## src/rtl/pbs_pkg.sv

```systemverilog
package pbs_pkg;

  typedef enum logic [1:0] {
    ACC_NONE  = 2'd0,
    ACC_DESEL = 2'd1,
    ACC_READ  = 2'd2,
    ACC_WRITE = 2'd3
  } acc_kind_e;

  // low two address bits of beat 'beat' of a burst starting at 'start'
  function automatic logic [1:0] burst_lo(input logic [1:0] start,
                                          input logic [1:0] beat,
                                          input logic       linear);
    logic [1:0] sum;
    sum = start + beat;
    return linear ? sum : (start ^ beat);
  endfunction

endpackage

```

## src/rtl/pbs_burst_ctr.sv

```systemverilog
module pbs_burst_ctr
  import pbs_pkg::*;
(
  input  logic       clk,
  input  logic       rst_n,
  input  logic       load,
  input  logic [1:0] start_in,
  input  logic       advance,
  input  logic       linear,
  output logic [1:0] cur_lo,
  output logic [1:0] next_lo
);

  logic [1:0] start_q;
  logic [1:0] beat_q;
  logic [1:0] beat_inc;

  assign beat_inc = beat_q + 2'd1;
  assign cur_lo   = burst_lo(start_q, beat_q, linear);
  assign next_lo  = burst_lo(start_q, beat_inc, linear);

  always_ff @(posedge clk or negedge rst_n) begin
    if (!rst_n) begin
      start_q <= 2'd0;
      beat_q  <= 2'd0;
    end else if (load) begin
      start_q <= start_in;
      beat_q  <= 2'd0;
    end else if (advance) begin
      beat_q  <= beat_inc;
    end
  end

endmodule

```

## src/rtl/pbs_cycle_decode.sv

```systemverilog
module pbs_cycle_decode
  import pbs_pkg::*;
#(
  parameter int LANES = 4
) (
  input  logic             pstb_n,
  input  logic             cstb_n,
  input  logic             step_n,
  input  logic             sel_a_n,
  input  logic             sel_b,
  input  logic             sel_c_n,
  input  logic             wr_all_n,
  input  logic             wr_lanes_en_n,
  input  logic [LANES-1:0] lane_n,
  input  logic             active_q,
  output acc_kind_e        kind,
  output logic             load,
  output logic             selected,
  output logic             use_next,
  output logic [LANES-1:0] lane_mask
);

  logic proc_take;
  logic ctrl_take;
  logic wr_req;

  // processor strobe only counts when the first select is active
  assign proc_take = !pstb_n && !sel_a_n;
  assign ctrl_take = !cstb_n && !proc_take;
  assign load      = proc_take || ctrl_take;
  assign selected  = !sel_a_n && sel_b && !sel_c_n;

  always_comb begin
    if (!wr_all_n)           lane_mask = '1;
    else if (!wr_lanes_en_n) lane_mask = ~lane_n;
    else                     lane_mask = '0;
  end

  assign wr_req = |lane_mask;

  always_comb begin
    kind     = ACC_NONE;
    use_next = 1'b0;
    if (load) begin
      if (!selected)      kind = ACC_DESEL;
      else if (proc_take) kind = ACC_READ;
      else                kind = wr_req ? ACC_WRITE : ACC_READ;
    end else if (active_q) begin
      kind     = wr_req ? ACC_WRITE : ACC_READ;
      use_next = !step_n;
    end
  end

endmodule

```

## src/rtl/pbs_lane_array.sv

```systemverilog
module pbs_lane_array #(
  parameter int DEPTH  = 64,
  parameter int LANES  = 4,
  parameter int LANE_W = 9,
  localparam int AW    = $clog2(DEPTH),
  localparam int DW    = LANES * LANE_W
) (
  input  logic             clk,
  input  logic             rst_n,
  input  logic             wr_en,
  input  logic [AW-1:0]    wr_addr,
  input  logic [LANES-1:0] wr_mask,
  input  logic [DW-1:0]    wr_data,
  input  logic             rd_en,
  input  logic [AW-1:0]    rd_addr,
  output logic [DW-1:0]    rd_data
);

  for (genvar g = 0; g < LANES; g++) begin : g_lane
    logic [LANE_W-1:0] lane_mem [DEPTH];
    logic [LANE_W-1:0] lane_q;

    always_ff @(posedge clk) begin
      if (wr_en && wr_mask[g])
        lane_mem[wr_addr] <= wr_data[g*LANE_W +: LANE_W];
    end

    // output register sees the content before any write on the same edge
    always_ff @(posedge clk or negedge rst_n) begin
      if (!rst_n)     lane_q <= '0;
      else if (rd_en) lane_q <= lane_mem[rd_addr];
    end

    assign rd_data[g*LANE_W +: LANE_W] = lane_q;
  end

endmodule

```

## src/rtl/pbsram_core.sv

```systemverilog
module pbsram_core
  import pbs_pkg::*;
#(
  parameter int DEPTH  = 64,
  parameter int LANES  = 4,
  parameter int LANE_W = 9,
  localparam int AW    = $clog2(DEPTH),
  localparam int DW    = LANES * LANE_W
) (
  input  logic             clk,
  input  logic             rst_n,
  input  logic [AW-1:0]    addr,
  input  logic             sel_a_n,
  input  logic             sel_b,
  input  logic             sel_c_n,
  input  logic             pstb_n,
  input  logic             cstb_n,
  input  logic             step_n,
  input  logic             wr_all_n,
  input  logic             wr_lanes_en_n,
  input  logic [LANES-1:0] lane_n,
  input  logic             linear_order,
  input  logic             drv_en_n,
  input  logic [DW-1:0]    dq_in,
  output logic [DW-1:0]    dq_out,
  output logic             dq_oe
);

  acc_kind_e        kind;
  logic             load;
  logic             selected;
  logic             use_next;
  logic [LANES-1:0] lane_mask;

  logic             active_q;
  logic [AW-3:0]    base_hi_q;
  logic [1:0]       cur_lo;
  logic [1:0]       next_lo;
  logic [AW-1:0]    acc_addr;

  logic             rd_pend_q;
  logic [AW-1:0]    rd_addr_q;
  logic             drive_pend_q;
  logic             drive_q;
  logic             wr_q;
  logic             hold_q;

  logic             is_read;
  logic             is_write;
  logic             take_addr;

  pbs_cycle_decode #(.LANES(LANES)) u_dec (
    .pstb_n        (pstb_n),
    .cstb_n        (cstb_n),
    .step_n        (step_n),
    .sel_a_n       (sel_a_n),
    .sel_b         (sel_b),
    .sel_c_n       (sel_c_n),
    .wr_all_n      (wr_all_n),
    .wr_lanes_en_n (wr_lanes_en_n),
    .lane_n        (lane_n),
    .active_q      (active_q),
    .kind          (kind),
    .load          (load),
    .selected      (selected),
    .use_next      (use_next),
    .lane_mask     (lane_mask)
  );

  assign is_read   = (kind == ACC_READ);
  assign is_write  = (kind == ACC_WRITE);
  assign take_addr = load && selected;

  pbs_burst_ctr u_ctr (
    .clk      (clk),
    .rst_n    (rst_n),
    .load     (take_addr),
    .start_in (addr[1:0]),
    .advance  (!load && active_q && !step_n),
    .linear   (linear_order),
    .cur_lo   (cur_lo),
    .next_lo  (next_lo)
  );

  always_comb begin
    if (load) acc_addr = addr;
    else      acc_addr = {base_hi_q, (use_next ? next_lo : cur_lo)};
  end

  pbs_lane_array #(.DEPTH(DEPTH), .LANES(LANES), .LANE_W(LANE_W)) u_arr (
    .clk     (clk),
    .rst_n   (rst_n),
    .wr_en   (is_write),
    .wr_addr (acc_addr),
    .wr_mask (lane_mask),
    .wr_data (dq_in),
    .rd_en   (rd_pend_q),
    .rd_addr (rd_addr_q),
    .rd_data (dq_out)
  );

  // selection and burst base
  always_ff @(posedge clk or negedge rst_n) begin
    if (!rst_n) begin
      active_q  <= 1'b0;
      base_hi_q <= '0;
    end else if (load) begin
      active_q <= selected;
      if (selected) base_hi_q <= addr[AW-1:2];
    end
  end

  // read / drive pipeline
  always_ff @(posedge clk or negedge rst_n) begin
    if (!rst_n) begin
      rd_pend_q    <= 1'b0;
      rd_addr_q    <= '0;
      drive_pend_q <= 1'b0;
      drive_q      <= 1'b0;
      wr_q         <= 1'b0;
      hold_q       <= 1'b0;
    end else begin
      rd_pend_q    <= is_read;
      rd_addr_q    <= acc_addr;
      drive_pend_q <= is_read && (load || !hold_q);
      drive_q      <= drive_pend_q;
      wr_q         <= is_write;
      if (is_write)  hold_q <= 1'b1;
      else if (load) hold_q <= 1'b0;
    end
  end

  assign dq_oe = drive_q && !wr_q && !drv_en_n;

endmodule

```

## config.mk

```make
export PLATFORM = sky130hd
export DESIGN_NAME = pbsram_core
export DESIGN_NICKNAME = d
export VERILOG_FILES = /design/src/rtl/pbs_pkg.sv /design/src/rtl/pbs_burst_ctr.sv /design/src/rtl/pbs_cycle_decode.sv /design/src/rtl/pbs_lane_array.sv /design/src/rtl/pbsram_core.sv
export SDC_FILE = /design/constraint.sdc
export NUM_CORES = 2
export LEC_CHECK = 0
export ABC_AREA = 1
export BUFFER_PORTS_ARGS = -buffer_cell sky130_fd_sc_hd__buf_2
export CAP_MARGIN = 15
export CORE_MARGIN = 3
export CORE_UTILIZATION = 45
export DETAILED_ROUTE_END_ITERATION = 10
export SYNTH_ARGS = -nofsm -noshare
export SYNTH_HDL_FRONTEND = slang
export SYNTH_SLANG_ARGS = --single-unit
```

## constraint.sdc

```tcl
create_clock -name clk -period 3.6 [get_ports clk]
set_input_delay 0.18 -clock clk [delete_from_list [all_inputs] [get_ports clk]]
set_output_delay 0.18 -clock clk [all_outputs]
set_load 0.02 [all_outputs]
```

; ---- After elaboration in Yosys (flattened, before gate mapping)
; Memories as Yosys holds them, arrays and structs flattened. A register that Yosys moved wholly into a read port is not among the register bits.
; Index checks and enable logic that the tools add are counted.
[word_totals]
regBits = 20
latchBits = 0
ram_bits = 2304
rom_bits = 0
inputBits = 58
out_inout_bits = 37
word_cells = 81
memories = 4
[mem_list]
columns = name, depth, width, rd, rd_clocked_by_memory_dff, write_ports, line_no
row1 = u_arr.g_lane[0].lane_mem, 64, 9, 1, 1, 1, pbs_lane_array.sv:20  ; logic [LANE_W-1:0] lane_mem [DEPTH];
row2 = u_arr.g_lane[1].lane_mem, 64, 9, 1, 1, 1, pbs_lane_array.sv:20
row3 = u_arr.g_lane[2].lane_mem, 64, 9, 1, 1, 1, pbs_lane_array.sv:20
row4 = u_arr.g_lane[3].lane_mem, 64, 9, 1, 1, 1, pbs_lane_array.sv:20
[op_classes]
add_sub_neg = 3
multipliers = 0
div = 0
n_lt_le_gt_ge = 0
eq_ne = 2
shifts = 0
n_mux = 25
bitwise_logic = 3
n_reduce_logical = 34
[op_table]
columns = cell, count
row1 = 2-bit two-way mux, 9
row2 = 1-bit logical AND, 14
row3 = 1-bit logical NOT, 14
row4 = 1-bit two-way mux, 13
row5 = 4-bit two-way mux, 2
row6 = 6-bit two-way mux, 1
row7 = 2-bit adder, 2
row8 = "2-bit == test, second input constant", 2
row9 = 4-bit NOT, 1
row10 = 2-bit nonzero test, 2
row11 = 4-bit OR reduction, 1
row12 = 2-bit XOR, 2
row13 = "2-bit by 1-bit adder with 2-bit output, second input constant", 1
row14 = 1-bit logical OR, 2
row15 = 2-bit AND reduction, 1

; ---- Depth between registers and ports, before layout
[logic_depth]
ltp_word = 12
ltp_mapped = 13
mapped_depth_nobuf = 11

; ---- Modules after synthesis
; A second synthesis with hierarchy kept.
[unflattened]
hier_cells = 8003
hier_area_um2 = 95376.5
[by_module_without_submodules]
columns = module, n_inst, cells_per_inst, area_each_um2, seq_area_each_um2
row1 = pbs_lane_array, 1, 7866, 94314.2, 70087.2
row2 = pbsram_core, 1, 66, 658.1, 400.4
row3 = pbs_burst_ctr, 1, 42, 285.3, 100.1
row4 = pbs_cycle_decode, 1, 29, 118.9, 0.0

; ---- Worst setup path after synthesis
; OpenSTA, ideal clock, no wires.
[synth_path]
path_type = reg2reg
start = register u_ctr.beat_q[0]
end = memory u_arr.g_lane[1].lane_mem[1][0] (enable)
setup_time_ns = 0.387
arrival_ns = 2.182
required_ns = 3.213
setup_slack_ns = 1.031
stages_incl_launch_ff = 10
n_path_buf = 2
period_less_slack_ns = 2.569
cell_sequence = dfrtp_1 -> inv_1 -> ha_1 -> inv_1 -> nand3_1 -> nand3_1 -> buf_2 -> nand4_1 -> clkbuf_1 -> nor3_1
[synth_via]
elab_chain_cells = 5
elab_cells_between_ends = 9
classes_between = add/sub (3) / mux (4) / bitwise (2)
[synth_lines]
columns = element, line_no
row1 = "start, declared", pbs_burst_ctr.sv:15  ; logic [1:0] beat_q;
row2 = "start signal, assigned", pbs_burst_ctr.sv:30  ; beat_q <= beat_inc;
row3 = 2-bit by 1-bit adder with 2-bit output, pbs_burst_ctr.sv:18  ; assign beat_inc = beat_q + 2'd1;
row4 = 2-bit adder / 2-bit XOR (equally long branches), "pbs_pkg.sv:15, pbs_pkg.sv:16"
row5 = 2-bit two-way mux, pbs_pkg.sv:16  ; return linear ? sum : (start ^ beat);
row6 = 2-bit two-way mux *, pbsram_core.sv:87  ; else acc_addr = {base_hi_q, (use_next ? next_lo : cur_lo)};
row7 = 6-bit two-way mux *, pbsram_core.sv:86  ; if (load) acc_addr = addr;
row8 = "end, declared", pbs_lane_array.sv:20
; Every way passes the cells marked *; elsewhere a longest branch is shown, timed or not.

; ---- Worst setup path in the final report
[layout_path]
start = input sel_a_n
end = memory u_arr.g_lane[0].lane_mem[56][3] (enable)
[layout_via]
elab_cells_between_ends = 17
classes_between = eq/ne (1) / mux (8) / reduce/logical (8)
[layout_lines]
columns = element, line_no
row1 = "start, declared", pbsram_core.sv:13  ; input logic sel_a_n,
row2 = 1-bit logical NOT *, pbs_cycle_decode.sv:28  ; assign proc_take = !pstb_n && !sel_a_n;
row3 = 1-bit logical AND *, pbs_cycle_decode.sv:28
row4 = 1-bit logical NOT, pbs_cycle_decode.sv:29  ; assign ctrl_take = !cstb_n && !proc_take;
row5 = 1-bit logical AND, pbs_cycle_decode.sv:29
row6 = 1-bit logical OR *, pbs_cycle_decode.sv:30  ; assign load = proc_take || ctrl_take;
row7 = 6-bit two-way mux *, pbsram_core.sv:86
row8 = named net acc_addr[5], pbsram_core.sv:39  ; logic [AW-1:0] acc_addr;
row9 = "end, declared", pbs_lane_array.sv:20
; Mark *: on every way through the listed nets, which the timed path passes. The rest lies on a longest branch.

==> impl_metrics.yaml <==
clock_network:
  cts_tree: "built"
  clock_path_buffers: 3
  clk_pin_slew_worst_paths_ns: 0.06
  cts-htree-levels: 4
  cts_setup_buffers: 0
  cts.sinks: 2360
  clk_latency_ns: 0.87
  cts_made_buffers: 228
  cts_root_buffer: "clkbuf_16"
logic_synthesis:
  synth.largest_area_cell: "edfxtp_1"
  synth_warnings: 0
  yosysTopAreaCellShare: 0.7267
  yosysSeqAreaShare: 0.7414
  synth_cells: 7984
  syn-num-nets: 8044
  ys_seq_elements: 2360
  post_synth.cell_area_avg_sq_um: 11.92
  ys_types: 29
  syn_area_sq_um: 95210
  synth.area.top_cells: "edfxtp_1, nand3_1, nand2_1, dfrtp_1, buf_2"
power_and_ir_drop:
  p_leak_nw: 38.54
  p_per_area_nw_per_um2: 582.4
  ir_drop_mv: 0.6085
  power_mw: 63.41
sta:
  tns_ns: 0
  whs_ns: 0.07027
  fin_crit_sh: 0.9773
  maxSlewViolCount: 0
  period_minus_slack_ns: 3.518
  maxClockFrequency_ghz: 0.2842
  timing.clock.skew_ns: 0.02684
  grt_setup_unrepaired: "yes"
  hold_viol: 0
  slew_headroom: 0.2636
  worst_pin_slew_ns: 1.096
  setup_viol: 0
setup_path:
  crit_required_ns: 4.17
  arrival_ns: 4.09
  critPathCaptureType: "flip-flop"
  path_max_fanout: 17
  r2r_slack_ns: 0.25
  cp-start-kind: "input port"
  rr_startpoint: "u_ctr.beat_q[0]"
  reg2reg_depth: 14
  worstReg2RegEnd: "u_arr.g_lane[1].lane_mem[11][0]"
  crit_path_start: "sel_a_n"
  criticalPathCategory: "input port to flip-flop"
worst_hold_path:
  worstHoldStart: "dq_in[15]"
  hold_depth: 1
  hold_path_class: "input port to flip-flop"
  hold-path-endpoint: "u_arr.g_lane[1].lane_mem[3][6]"
final_layout:
  seq_area_sq_um: 70610
  fill_cells: 17920
  area_delta_synth_final_pct: 14.35
  final_common_cell: "nand2_1"
  final_cell_mix: "nand2_1, edfxtp_1, nand3_1, buf_4, clkbuf_16"
  fin_cells: 11280
  postLayoutCoreUtil: 0.5184
  multi_input_area_sq_um: 22170
  fin_nets: 8341
  layout-drive-gt1-share: 0.1105
grt:
  grt_overflow: 0
  grt_pass1_wl_mm: 400.7
  grt_pass1_vias: 61090
  grt_max_degree: 187
  antenna_found_initial: 6
  grt_usage: 0.2477
floorplanning:
  pin_count: 95
  die_x_um: 466.0
  coreArea_sq_um: 210000
  row_count: 168
  die_area_sq_um: 217100
  start_util: 0.4534
  die_h_um: 466.0
detailed_routing:
  vias_per_cell: 5.681
  final_antenna_net_count: 0
  route.vias.total: 64060
  wl_per_cell_um: 24.26
  drt-total-wl_mm: 273.6
  drt_iter0_markers: 7665
  drc: 0
  drt_first_pass_iters: 6
placed_design:
  place.gp.congestion: 0.8857
  portBuffers: 94
  dp_hpwl_mm: 162.4
  dp_cells: 10770
flow_run:
  maxCapViolations: 0
run_status:
  status: "completed"
==> routing by layer <==
layer,up-vias,share of wire,global-route usage
met5,-,0.00021,0
met4,8,0.037,0.09544
met3,481,0.087,0.04607
met2,3002,0.45,0.3792
met1,31460,0.42,0.3530
li1,29110,-,-
==> critical path, stage by stage <==
cell	delay (ns)
dlygate4sd3_1	0.54
buf_2	0.14
inv_1	0.08
nand2_2	0.08
nand2_4	0.12
dlygate4sd3_1	0.78
o21ai_2	0.17
inv_1	0.13
nand2_1	0.10
nor2_2	0.32
inv_2	0.46
nor3_1	0.68
clkbuf_2	0.30
==> flip-flops by register name (all words and copies together) (netlist names) <==
register and cells:
active_q 1, base_hi_q 4, drive_pend_q 1, drive_q 1, hold_q 1, rd_addr_q 6
rd_pend_q 1, u_arr.g_lane.lane_mem 2304, u_arr.g_lane.lane_q 36, u_ctr.beat_q 2, u_ctr.start_q 2, wr_q 1
==> worst max path at each step <==
stage / to / slack [ns] / depth (start not counted)
after floorplan: u_arr.g_lane[1].lane_mem[1][0] / 1.03 / 9
after global placement: u_arr.g_lane[1].lane_mem[6][2] / 0.35 / 13
after detailed placement: u_arr.g_lane[0].lane_mem[5][1] / 0.37 / 9
after CTS: u_arr.g_lane[0].lane_mem[57][3] / 0.05 / 12
after global routing: u_arr.g_lane[0].lane_mem[1][2] / -0.06 / 12
final: u_arr.g_lane[0].lane_mem[56][3] / 0.08 / 13
==> cell usage after synthesis (all sizes together) <==
| cell type | n |
|---|---|
| nand3 | 2274 |
| buf | 309 |
| clkbuf | 249 |
| o21a | 1 |
| edfxtp | 2304 |
| nor2 | 144 |
| o22ai | 2 |
| inv | 35 |
| a21oi | 3 |
| nor3b | 1 |
| clkinv | 4 |
| nand3b | 1 |
| dfrtp | 56 |
| nand2 | 2420 |
| xnor2 | 1 |
| or2 | 1 |
| ha | 2 |
| nor3 | 128 |
| o21ai | 12 |
| nand4 | 37 |
==> stage by stage <==
step | cell area, sq um | setup WS, ns
after floorplan | 95210 | 1.031
after global placement | 100800 | 0.3487
after detailed placement | 100800 | 0.3732
after CTS | 108600 | 0.05071
after global routing | 108900 | -0.06238
final | 108900 | 0.08187
==> where the power goes <==
group,switching (mW),internal [mW]
sequential,0.197,30.4
combinational,7.05,2.60
clock,10.1,13.1
==> timing repair <==
| action | CTS | global route |
|---|---|---|
| gates resized for setup | 0 | 13 |
| hold endpoints to repair | 813 | 43 |
| hold buffers | 54 | 1 |
| setup endpoints to repair | 0 | 144 |
==> kinds of logic after synthesis <==
| family | synth area share |
|---|---|
| AOI/OAI and AO/OA | 0.001156 |
| xor gates and xnor gates | 0.00009201 |
| adders and majority gates | 0.0002628 |
| buffers and inverters | 0.02649 |
| DFF | 0.7414 |
| and+or+nand+nor | 0.2306 |
==> layout make-up <==
type | instances | share of cell area
inverter | 39 | 0.001597
clock inverter | 124 | 0.01008
tap | 2805 | 0.03224
sequential | 2360 | 0.6485
multi-input combinational | 5027 | 0.2036
antenna | 4 | 0.00009194
clock buffer | 293 | 0.05580
timing repair buffer | 625 | 0.04802
No activity file was read; power rests on OpenSTA's default activity.
